<file path="src/rtl/rtt_pkg.sv">
`timescale 1ns/1ps
package rtt_pkg;

   // Update-event sources, ordered by their weight in the counter path.
   typedef enum logic [1:0] {
      SRC_NONE = 2'd0,
      SRC_OVF  = 2'd1,
      SRC_SW   = 2'd2
   } rtt_src_e;

   // Level controls presented by the register front end.
   typedef struct packed {
      logic preload_en;
      logic upd_dis;
      logic ovf_only;
   } rtt_ctrl_t;

   localparam int unsigned RTT_MIN_W = 2;
   localparam int unsigned RTT_MAX_W = 64;

endpackage

</file>
<file path="src/rtl/rtt_runctl.sv">
`timescale 1ns/1ps
module rtt_runctl (
   input  logic clk,
   input  logic rst_n,
   input  logic start_req,
   input  logic stop_req,
   input  logic tick_en,
   output logic run_q,
   output logic step
);

   always_ff @(posedge clk or negedge rst_n) begin
      if (!rst_n) begin
         run_q <= 1'b0;
      end else if (stop_req) begin
         run_q <= 1'b0;
      end else if (start_req) begin
         run_q <= 1'b1;
      end
   end

   assign step = run_q & tick_en;

endmodule

</file>
<file path="src/rtl/rtt_swupd.sv">
`timescale 1ns/1ps
module rtt_swupd (
   input  logic clk,
   input  logic rst_n,
   input  logic req,
   output logic busy_q,
   output logic done_q
);

   logic applied_q;

   always_ff @(posedge clk or negedge rst_n) begin
      if (!rst_n) begin
         busy_q    <= 1'b0;
         applied_q <= 1'b0;
         done_q    <= 1'b1;
      end else begin
         applied_q <= busy_q;
         if (busy_q) begin
            busy_q <= 1'b0;
         end else begin
            busy_q <= req;
         end
         if (req && !busy_q) begin
            done_q <= 1'b0;
         end else if (applied_q) begin
            done_q <= 1'b1;
         end
      end
   end

endmodule

</file>
<file path="src/rtl/rtt_reload.sv">
`timescale 1ns/1ps
module rtt_reload #(
   parameter int unsigned     W        = 32,
   parameter logic [W-1:0]    INIT     = '1,
   parameter bit              BUFFERED = 1'b1
) (
   input  logic         clk,
   input  logic         rst_n,
   input  logic         wr,
   input  logic [W-1:0] wdata,
   input  logic         preload_en,
   input  logic         xfer,
   output logic [W-1:0] preload_q,
   output logic [W-1:0] active_q
);

   generate
      if (BUFFERED) begin : g_buffered
         logic [W-1:0] hold_q;

         always_ff @(posedge clk or negedge rst_n) begin
            if (!rst_n) begin
               hold_q <= INIT;
            end else if (wr) begin
               hold_q <= wdata;
            end
         end

         always_ff @(posedge clk or negedge rst_n) begin
            if (!rst_n) begin
               active_q <= INIT;
            end else if (wr && !preload_en) begin
               active_q <= wdata;
            end else if (xfer) begin
               active_q <= hold_q;
            end
         end

         assign preload_q = hold_q;
      end else begin : g_direct
         logic unused_preload_en;
         logic unused_xfer;

         assign unused_preload_en = preload_en;
         assign unused_xfer       = xfer;

         always_ff @(posedge clk or negedge rst_n) begin
            if (!rst_n) begin
               active_q <= INIT;
            end else if (wr) begin
               active_q <= wdata;
            end
         end

         assign preload_q = active_q;
      end
   endgenerate

endmodule

</file>
<file path="src/rtl/rtt_counter.sv">
`timescale 1ns/1ps
module rtt_counter #(
   parameter int unsigned W = 32
) (
   input  logic         clk,
   input  logic         rst_n,
   input  logic         clr,
   input  logic         load,
   input  logic [W-1:0] load_val,
   input  logic         step,
   input  logic         wrap,
   output logic [W-1:0] cnt_q
);

   localparam logic [W-1:0] ONE = {{(W-1){1'b0}}, 1'b1};

   always_ff @(posedge clk or negedge rst_n) begin
      if (!rst_n) begin
         cnt_q <= '0;
      end else if (clr) begin
         cnt_q <= '0;
      end else if (load) begin
         cnt_q <= load_val;
      end else if (step) begin
         if (wrap) begin
            cnt_q <= '0;
         end else begin
            cnt_q <= cnt_q + ONE;
         end
      end
   end

endmodule

</file>
<file path="src/rtl/reload_tick_timer.sv">
`timescale 1ns/1ps
module reload_tick_timer
   import rtt_pkg::*;
#(
   parameter int unsigned         CNT_W           = 32,
   parameter logic [CNT_W-1:0]    RELOAD_INIT     = '1,
   parameter bit                  BUFFERED_RELOAD = 1'b1
) (
   input  logic             clk,
   input  logic             rst_n,
   input  logic             tick_en,
   input  logic             start_req,
   input  logic             stop_req,
   input  logic             preload_en,
   input  logic             upd_dis,
   input  logic             ovf_only,
   input  logic             irq_en,
   input  logic             ug_req,
   input  logic             flag_clr,
   input  logic             reload_wr,
   input  logic [CNT_W-1:0] reload_wdata,
   input  logic             cnt_wr,
   input  logic [CNT_W-1:0] cnt_wdata,
   output logic [CNT_W-1:0] cnt_val,
   output logic [CNT_W-1:0] reload_preload,
   output logic [CNT_W-1:0] reload_active,
   output logic             run_status,
   output logic             working_status,
   output logic             ug_busy,
   output logic             ug_done,
   output logic             upd_flag,
   output logic             upd_evt,
   output logic             irq
);

   generate
      if (CNT_W < RTT_MIN_W || CNT_W > RTT_MAX_W) begin : g_bad_width
         $error("reload_tick_timer: CNT_W out of supported range");
      end
   endgenerate

   rtt_ctrl_t ctrl;
   rtt_src_e  src;
   logic      step;
   logic      at_match;
   logic      sw_eff;
   logic      ovf_hit;
   logic      flag_q;

   assign ctrl.preload_en = preload_en;
   assign ctrl.upd_dis    = upd_dis;
   assign ctrl.ovf_only   = ovf_only;

   rtt_runctl u_run (
      .clk       (clk),
      .rst_n     (rst_n),
      .start_req (start_req),
      .stop_req  (stop_req),
      .tick_en   (tick_en),
      .run_q     (run_status),
      .step      (step)
   );

   rtt_swupd u_sw (
      .clk    (clk),
      .rst_n  (rst_n),
      .req    (ug_req),
      .busy_q (ug_busy),
      .done_q (ug_done)
   );

   // Software update is effective only when neither gate blocks it.
   assign sw_eff   = ug_busy & ~ctrl.upd_dis & ~ctrl.ovf_only;
   assign at_match = (cnt_val == reload_active);
   // An overflow needs the counter to advance on its own this cycle.
   assign ovf_hit  = step & at_match & ~cnt_wr & ~sw_eff;

   always_comb begin
      src = SRC_NONE;
      if (sw_eff) begin
         src = SRC_SW;
      end else if (ovf_hit && !ctrl.upd_dis) begin
         src = SRC_OVF;
      end
   end

   assign upd_evt = (src != SRC_NONE);

   rtt_counter #(.W(CNT_W)) u_cnt (
      .clk      (clk),
      .rst_n    (rst_n),
      .clr      (sw_eff),
      .load     (cnt_wr),
      .load_val (cnt_wdata),
      .step     (step),
      .wrap     (at_match),
      .cnt_q    (cnt_val)
   );

   rtt_reload #(
      .W        (CNT_W),
      .INIT     (RELOAD_INIT),
      .BUFFERED (BUFFERED_RELOAD)
   ) u_rld (
      .clk        (clk),
      .rst_n      (rst_n),
      .wr         (reload_wr),
      .wdata      (reload_wdata),
      .preload_en (ctrl.preload_en),
      .xfer       (upd_evt),
      .preload_q  (reload_preload),
      .active_q   (reload_active)
   );

   always_ff @(posedge clk or negedge rst_n) begin
      if (!rst_n) begin
         flag_q <= 1'b0;
      end else if (upd_evt) begin
         flag_q <= 1'b1;
      end else if (flag_clr) begin
         flag_q <= 1'b0;
      end
   end

   assign upd_flag       = flag_q;
   assign irq            = flag_q & irq_en;
   assign working_status = step;

endmodule

</file>
<file path="config.mk">
export PLATFORM = sky130hd
export DESIGN_NAME = reload_tick_timer
export DESIGN_NICKNAME = d
export VERILOG_FILES = /design/src/rtl/rtt_pkg.sv /design/src/rtl/rtt_runctl.sv /design/src/rtl/rtt_swupd.sv /design/src/rtl/rtt_reload.sv /design/src/rtl/rtt_counter.sv /design/src/rtl/reload_tick_timer.sv
export SDC_FILE = /design/constraint.sdc
export NUM_CORES = 1
export LEC_CHECK = 0
export ABC_CLOCK_PERIOD_IN_PS = 3000
export BUFFER_PORTS_ARGS = -buffer_cell sky130_fd_sc_hd__buf_2
export CAP_MARGIN = 20
export CORE_MARGIN = 2
export CORE_UTILIZATION = 52
export DETAILED_ROUTE_END_ITERATION = 10
export PLACE_DENSITY = 0.85
export REMOVE_ABC_BUFFERS = 1
export SYNTH_ARGS = -nofsm -noshare
export SYNTH_HDL_FRONTEND = slang
export SYNTH_SLANG_ARGS = --single-unit
</file>
<file path="constraint.sdc">
create_clock -name clk -period 3 [get_ports clk]
set_input_delay 0.3 -clock clk [delete_from_list [all_inputs] [get_ports clk]]
set_output_delay 0.3 -clock clk [all_outputs]
set_load 0.005 [all_outputs]
</file>
==> results.ini, run 1 <==
[status]
status = finished, final reports clean

[synth]
syn_avg_cell_area_um2 = 8.702
yosys_most_used_dff = dfstp_2
synthesis.area_um2 = 5952
synth.distinct_cells = 45
synth_edf_count = 0
synth_seq_cells = 101
synthCells = 684
yosysSeqAreaShare = 0.4383
synth-warning-count = 0
async_flop_share = 1.000

[timing]
whs_ps = 25.98
slew_viol_final = 0
tns_ps = 0
timing.final.crit_share = 0.9410
final-hold-violation-count = 0
tightestPinTransition_ps = 763.3
slew_headroom = 0.4912
clock_skew_ps = 5.266
max_clock_freq_ghz = 0.3542
post-route-min-period_ps = 2823
rsz0062_at_grt = no
setup_viol = 0

[min_path]
hp-class = in -> async

[grt]
grt_pass1_vias = 5780
antenna_found_initial = 0
met3_usage = 0.03937
met2_usage = 0.4724
grt_max_degree = 58
gr-max-usage-layer = met2
grt-ovfl-total = 0
use_met1 = 0.4070
grt_usage = 0.3020
grt_pass1_wl_mm = 29.94

[flow_run]
drv_cap = 0

[detailed_routing]
wire_per_inst_um = 18.92
ant_nets = 0
vias = 6130
drcViolationCount = 0
vias_per_cell = 6.186
wirelength_mm = 18.75
drt_iter0_markers = 674
dr.pass1.iters = 8

[cts]
cts_setup_buffers = 0
numCtsBuffers = 9
clock-sinks = 101
postCtsHoldBufs = 0
clk_pin_slew_worst_paths_ps = 70
cts_resized = 0
clockBufferDepth = 2
cts_tree = yes
clock_latency_ps = 350
h-tree-depth = 3
cts_root_buffer = clkbuf_16

[placed_design]
port_buffers = 179
dpl.hpwl_mm = 12.90
post_dp_cell_area_um2 = 7005
gp_congestion = 0.8927

[critical_path]
worstSetupEndpointType = output port
crit_slowest_cell = dfrtp_1
path_cells = xnor2_1 -> nand4_1 -> nor4_1 -> buf_4 -> and2_1 -> a21o_1 -> buf_2
start_kind = flop
cp.arrival_ps = 2520
path_max_fanout = 9
crit_type = reg -> out
slowest_delay_ps = 480
required_ps = 2700

[floorplanning]
row_count = 39
die_h_um = 111.0
initial_core_util = 0.5280
dieArea_um2 = 12320
io_pins = 180
core-area_um2 = 11270
die_w_um = 111.0

[layout]
nNetsFinal = 921
utilization = 0.6490
num-fill-cells = 925
drive_gt1_frac = 0.3868
area_delta_synth_final_pct = 22.91
antennaDiodeCount = 0
fin_area_um2 = 7316

[pwr]
p_leak_nw = 3.097
power_w = 0.003635
ir_worst_vdd_v = 0.0002432
p_per_area_nw_per_um2 = 496.9

## state kept, by name, summed over array words and instances, names as in the netlist
register         flops
u_rld.preload_q     32
u_run.run_q          1
u_cnt.cnt_q         32
u_sw.applied_q       1
u_sw.busy_q          1
upd_flag             1
u_sw.done_q          1
u_rld.active_q      32
## final cells by class
type                       count  area, µm²  share of cell area
clock buffer                  15      277.8             0.03797
inverter                      17      63.81            0.008722
tap                          143      178.9             0.02446
multi-input combinational    515       3088              0.4221
timing repair buffer         199       1094              0.1495
clock inverter                 1      5.005           0.0006841
sequential                   101       2609              0.3566
## metrics by stage
| stage | setup WS [ps] | cells |
|---|---|---|
| floorplan | -1344 | 633 |
| global placement | 592.8 | 974 |
| detailed placement | 543.2 | 974 |
| CTS | 209.7 | 990 |
| global route | 42.93 | 991 |
| finish | 177.0 | 991 |
## path summary, 6_finish.rpt
path	start	depth (start not counted)	slack, ps	endpoint
setup / recovery	u_cnt.cnt_q[10]	7	180	upd_evt
hold / removal	rst_n	1	30	u_sw.busy_q
setup reg to reg	u_cnt.cnt_q[10]	8	470	u_rld.active_q[3]
hold reg to reg	u_sw.busy_q	0	460	u_sw.applied_q
max in group asynchronous	rst_n	2	2200	u_rld.preload_q[5]
min in group clk	stop_req	2	110	u_run.run_q
## where the power goes
part / switching [W] / leakage, nW / internal, W / total, W
Sequential: 0.000197 / 1.13 / 0.00155 / 0.00175
Clock: 0.000503 / 0.140 / 0.000631 / 0.00113
Combinational: 0.000388 / 1.83 / 0.000365 / 0.000754
## synth_stat cells (2+ instances only)
cell type / count / area share
buf_4: 2 / 0.0025
buf_2: 6 / 0.0050
a221o_1: 4 / 0.0067
o21ai_0: 25 / 0.021
or2_2: 4 / 0.0042
inv_1: 17 / 0.011
nor2_1: 55 / 0.035
dfstp_2: 65 / 0.29
a22oi_1: 19 / 0.024
nand3_1: 13 / 0.011
a32oi_1: 6 / 0.0088
nand3_2: 2 / 0.0034
xnor2_1: 35 / 0.052
a21o_1: 2 / 0.0025
o21a_1: 7 / 0.0088
nand4_1: 15 / 0.016
nor3_1: 174 / 0.15
a21boi_0: 4 / 0.0050
and3_1: 3 / 0.0032
a21oi_1: 45 / 0.038
clkbuf_1: 40 / 0.025
mux2_2: 32 / 0.061
and2_1: 6 / 0.0063
nor2b_1: 4 / 0.0042
nand2_1: 37 / 0.023
dfrtp_1: 36 / 0.15
nor4_1: 7 / 0.0074
or3_2: 2 / 0.0025
## per-layer routing
metal,wire length (µm),vias up,share of wire
li1,-,2794,-
met1,7555,2880,0.40
met2,8709,386,0.46
met3,1611,70,0.086
met4,872,0,0.047
met5,0,-,0
## worst max-delay path: cells and delay by family, from the launching register on
| kind | cells | cell delay [ps] |
|---|---|---|
| flip-flops | 1 | 480 |
| AND/OR/NAND/NOR | 3 | 940 |
| AO/OA/AOI/OAI | 1 | 200 |
| XOR/XNOR | 1 | 230 |
| buffers and inverters | 2 | 320 |
## cells in the final DEF (no fill, tap or decap), drive strengths merged, types with 2 or more instances in the layout
cell type  netlist  routed
or2              4       4
mux2            32      32
nor3           175     175
nand2           37      37
dfstp           65      65
or3              4       4
a21boi           5       5
buf             10     199
nor4             7       7
nor2b            4       4
and3             3       3
clkbuf          41      15
a32oi            6       6
and2             6       6
a21o             2       2
a22oi           19      19
o21ai           25      25
inv             17      17
nor2            55      55
nand4           16      16
a21oi           45      45
xnor2           35      35
dfrtp           36      36
nand3           15      15
a221o            4       4
o21a             7       7
## logic make-up (layout without fill, tap and decap cells)
logic type,count (synthesis),in the layout,share of synthesized area
DFF,101,101,0.4383
adders and majority gates,1,1,0.002102
and+or+nand+nor,331,331,0.2787
buffers and inverters,68,232,0.04730
AOI/OAI and AO/OA,116,116,0.1215
muxes,32,32,0.06054
xor gates and xnor gates,35,35,0.05150
Note: power is estimated with default switching activity, not from simulation.
==> run 2: changes to the inputs <==
--- a/config.mk
+++ b/config.mk
@@ -11,6 +11,7 @@
 export CORE_MARGIN = 2
 export CORE_UTILIZATION = 52
 export DETAILED_ROUTE_END_ITERATION = 10
+export MAX_ROUTING_LAYER = met4
 export PLACE_DENSITY = 0.85
 export REMOVE_ABC_BUFFERS = 1
 export SYNTH_ARGS = -nofsm -noshare
==> results.ini, run 2 (synthesis gave the netlist of run 1 again) <==
[timing]
post-route-min-period_ps = 2814
max_clock_freq_ghz = 0.3554
final-hold-violation-count = 0
clock_skew_ps = 6.312
slew_headroom = 0.4936
rsz0062_at_grt = no
tightestPinTransition_ps = 758.0
whs_ps = 24.40
timing.final.crit_share = 0.9380
slew_viol_final = 0
setup_slack_ps = 186.0
setup_viol = 0

[critical_path]
start_kind = flop
crit_slowest_cell = dfstp_2
path_max_fanout = 9
path_cells = xnor2_1 -> nand4_1 -> nor4_1 -> buf_4 -> and2_1 -> a21o_1 -> buf_2
crit_type = reg -> out
cp_num_buf_inv = 2
slowest_delay_ps = 570
reg2reg_slack_ps = 470
cp.arrival_ps = 2510
required_ps = 2700
worstSetupEndpointType = output port
crit_family = simple AND/OR/NAND/NOR gates

[floorplanning]
die_h_um = 111.0
io_pins = 180
core-area_um2 = 11270
row_count = 39
initial_core_util = 0.5280
dieArea_um2 = 12320
die_w_um = 111.0

[cts]
cts_tree = yes
numCtsBuffers = 9
clock_latency_ps = 350
clk_pin_slew_worst_paths_ps = 70
cts_resized = 0
postCtsHoldBufs = 0
clockBufferDepth = 2
cts_root_buffer = clkbuf_16
cts_setup_buffers = 0
clock-sinks = 101
h-tree-depth = 3

[detailed_routing]
vias_per_cell = 6.180
ant_nets = 0
drt_iter0_markers = 681
wire_per_inst_um = 18.87
dr.pass1.iters = 5
wirelength_mm = 18.71
drcViolationCount = 0
vias = 6124

[status]
status = finished, final reports clean

[placed_design]
place_inst = 974
dp_slack_ps = 543.2
dpl.hpwl_mm = 12.90
port_buffers = 179
gp_congestion = 0.9078

[pwr]
p_per_area_nw_per_um2 = 496.8
comb_power_share = 0.207
p_seq_frac = 0.480
p_switching_w = 0.001087
swShare = 0.2992
clkPwrFrac = 0.312
ir_worst_vdd_v = 0.0002427
intPower_w = 0.002547
p_leak_nw = 3.097

[grt]
grt_usage = 0.3102
antenna_found_initial = 0
grt_pass1_wl_mm = 29.92
grt_max_degree = 58
grt_pass1_vias = 5787
grt-ovfl-total = 0

[layout]
layout_commonest_cell = buf_2
area_delta_synth_final_pct = 22.91
antennaDiodeCount = 0
num-fill-cells = 925
drive_gt1_frac = 0.3868
nNetsFinal = 921
layout.cells.non_filler = 991
layout_common_cells = buf_2, nor3_1, dfstp_2, nor2_1, a21oi_1

[min_path]
hp-class = in -> async

[flow_run]
drv_cap = 0

-- run 2: cell counts in the layout (fill, tap and decap cells not counted) --
Identical to the previous run, type by type.
-- run 2: worst reg2reg max path, stage by stage, from the launching register on --
cell and delay [ps]:
dfstp_2 570, xnor2_1 140, nand4_1 140, nor4_1 420, buf_4 200, and2_1 380
buf_4 290, nor3_1 80, nor3_1 220
-- run 2: final cells by class --
cell class,count,area (µm²),share of cell area
multi-input combinational,515,3088,0.4221
sequential,101,2609,0.3566
timing repair buffer,199,1094,0.1495
clock buffer,15,277.8,0.03797
tap,143,178.9,0.02446
inverter,17,63.81,0.008722
clock inverter,1,5.005,0.0006841
-- run 2: power groups by stage --
stage	clock network [W]	registers (W)	logic, W
CTS	0.00114	0.00174	0.000748
global placement	0	0.00175	0.000723
finish	0.00114	0.00175	0.000754
detailed placement	0	0.00176	0.000741
global route	0.00120	0.00177	0.000830
floorplan	0	0.00173	0.000385
-- run 2: per-stage QoR --
step           area [µm²]  utilization  TNS, ps  power (W)
4_1_cts              7288       0.6466        0   0.003631
3_5_place_dp         7005       0.6215        0   0.002500
6_report             7316       0.6490        0   0.003634
2_1_floorplan        5734            -   -63570   0.002119
5_1_grt              7316       0.6490        0   0.003794
3_3_place_gp         7005       0.6215        0   0.002476
-- run 2: worst paths after layout --
check	cells past startpoint	startpoint	end
setup / recovery	7	u_rld.active_q[10]	upd_evt
hold / removal	1	rst_n	u_sw.busy_q
setup reg to reg	8	u_rld.active_q[10]	u_rld.active_q[3]
hold reg to reg	0	u_sw.busy_q	u_sw.applied_q
max in group asynchronous	2	rst_n	u_rld.active_q[2]
min in group clk	2	stop_req	u_run.run_q
-- run 2: routing by layer --
metal  vias up  routed length (µm)  track usage
met5         -                   0            -
met4         0                 840       0.1642
met3        77                1425      0.03226
met2       362                8796       0.4757
met1      2891                7643       0.4099
li1       2794                   -            -
==> run 3: changes to the inputs <==
--- a/config.mk
+++ b/config.mk
@@ -8,8 +8,8 @@
 export ABC_CLOCK_PERIOD_IN_PS = 3000
 export BUFFER_PORTS_ARGS = -buffer_cell sky130_fd_sc_hd__buf_2
 export CAP_MARGIN = 20
-export CORE_MARGIN = 2
 export CORE_UTILIZATION = 52
+export CTS_CLUSTER_DIAMETER = 150
 export DETAILED_ROUTE_END_ITERATION = 10
 export MAX_ROUTING_LAYER = met4
 export PLACE_DENSITY = 0.85
==> results.ini, run 3 (synthesis gave the netlist of run 1 again) <==
[pwr]
p_per_area_nw_per_um2 = 494.6
p_leak_nw = 3.123
ir_worst_vdd_v = 0.0002804

[floorplanning]
initial_core_util = 0.5419
core-area_um2 = 10980
row_count = 38
dieArea_um2 = 11880
die_h_um = 109.0
io_pins = 180
die_w_um = 109.0

[critical_path]
crit_slowest_cell = dfstp_2
crit_type = reg -> out
rr_worst_depth = 7
reg2reg_slack_ps = 520
path_max_fanout = 4
r2r_start = u_cnt.cnt_q[0]
path_cells = xnor2_1 -> nand4_1 -> nor4_1 -> and2_1 -> a21o_1 -> buf_2
cp_num_buf_inv = 1
cp.arrival_ps = 2400
worstSetupStartpoint = u_rld.active_q[28]
required_ps = 2700
worstReg2RegEnd = u_cnt.cnt_q[18]
worstSetupEndpointType = output port
slowest_delay_ps = 580
crit_family = simple AND/OR/NAND/NOR gates
start_kind = flop

[layout]
fin_area_um2 = 7362
antennaDiodeCount = 0
layout.cells.non_filler = 993
nNetsFinal = 926
drive_gt1_frac = 0.3916
layout_commonest_cell = buf_2
area_delta_synth_final_pct = 23.69
num-fill-cells = 900
utilization = 0.6703
layout_common_cells = buf_2, nor3_1, dfstp_2, nor2_1, a21oi_1

[timing]
post-route-min-period_ps = 2697
slew_headroom = 0.4522
clock_skew_ps = 7.768
tightestPinTransition_ps = 820.0
rsz0062_at_grt = no
setup_viol = 0
max_clock_freq_ghz = 0.3707
final-hold-violation-count = 0
slew_viol_final = 0
timing.final.crit_share = 0.8991

[grt]
grt_max_degree = 59
antenna_found_initial = 0
grt-ovfl-total = 0
grt_pass1_vias = 5508
grt_pass1_wl_mm = 28.09
grt_usage = 0.3175

[cts]
h-tree-depth = 3
clock_latency_ps = 350
numCtsBuffers = 9
cts_root_buffer = clkbuf_16
cts_resized = 0
clock-sinks = 101
cts_tree = yes
clockBufferDepth = 2
clk_pin_slew_worst_paths_ps = 70

[detailed_routing]
wirelength_mm = 18.10
wire_per_inst_um = 18.22
ant_nets = 0
drt_iter0_markers = 509
vias_per_cell = 6.091
vias = 6048
drcViolationCount = 0
dr.pass1.iters = 6

[min_path]
min_from = stop_req
hold-path-endpoint = u_run.run_q
min_path_cells = 2
hp-class = in -> reg

[placed_design]
post_dp_cell_area_um2 = 7024
dpl.hpwl_mm = 12.73
place_inst = 974
port_buffers = 179
gp_congestion = 0.8566

[flow_run]
drv_cap = 0

[status]
status = finished, final reports clean

[run 3: cell types whose count changed in the layout (fill, tap and decap cells not counted), sizes merged]
cell / delta
clkinvlp: +1
buf: +4
dlygate4sd3: +1
clkbuf: -3
inv: +3
clkinv: -1
[run 3: what timing repair did]
action                     CTS  global route
setup endpoints to repair    0             0
hold endpoints to repair    15             0
hold buffers                 1             0
setup buffers                0             0
[run 3: cell type report]
class,count,area [µm²],area share
Multi-Input combinational cell,515,3088,0.4194
Sequential cell,101,2609,0.3544
Timing Repair Buffer,204,1141,0.1550
Clock buffer,12,256.5,0.03484
Tap cell,140,175.2,0.02379
Inverter,17,63.81,0.008668
Clock inverter,4,28.78,0.003909
[run 3: routing by layer]
metal,track usage,routed length [µm],vias up,part of all wire
li1,-,-,2804,-
met1,0.4309,7414,2879,0.41
met2,0.4888,8772,316,0.48
met3,0.03646,1378,49,0.076
met4,0.1216,532,0,0.029
met5,-,0,-,0
[run 3: where the power goes]
part | leakage (nW) | internal [W] | switching (W)
Combinational | 1.86 | 0.000372 | 0.000391
Sequential | 1.13 | 0.00155 | 0.000184
Clock | 0.140 | 0.000614 | 0.000531
[run 3: per-stage QoR]
| step | total power [W] | setup TNS (ps) | hold WS (ps) | setup slack (ps) |
|---|---|---|---|---|
| 2_1_floorplan | 0.002119 | -63570 | 4.409 | -1344 |
| 3_5_place_dp | 0.002499 | 0 | 337.7 | 506.7 |
| 5_1_grt | 0.003804 | 0 | 91.73 | 202.5 |
| 6_report | 0.003642 | 0 | 92.29 | 302.7 |
| 3_3_place_gp | 0.002481 | 0 | 338.5 | 537.8 |
| 4_1_cts | 0.003641 | 0 | 90.11 | 317.1 |
[run 3: worst max path at each step]
stage                                  to  slack [ps]  cells past startpoint
after detailed placement  u_cnt.cnt_q[27]         510                      7
final                             upd_evt         300                      6
after floorplan           u_cnt.cnt_q[11]       -1340                      3
after global placement    u_cnt.cnt_q[27]         540                      7
after CTS                         upd_evt         320                      6
after global routing              upd_evt         200                      6
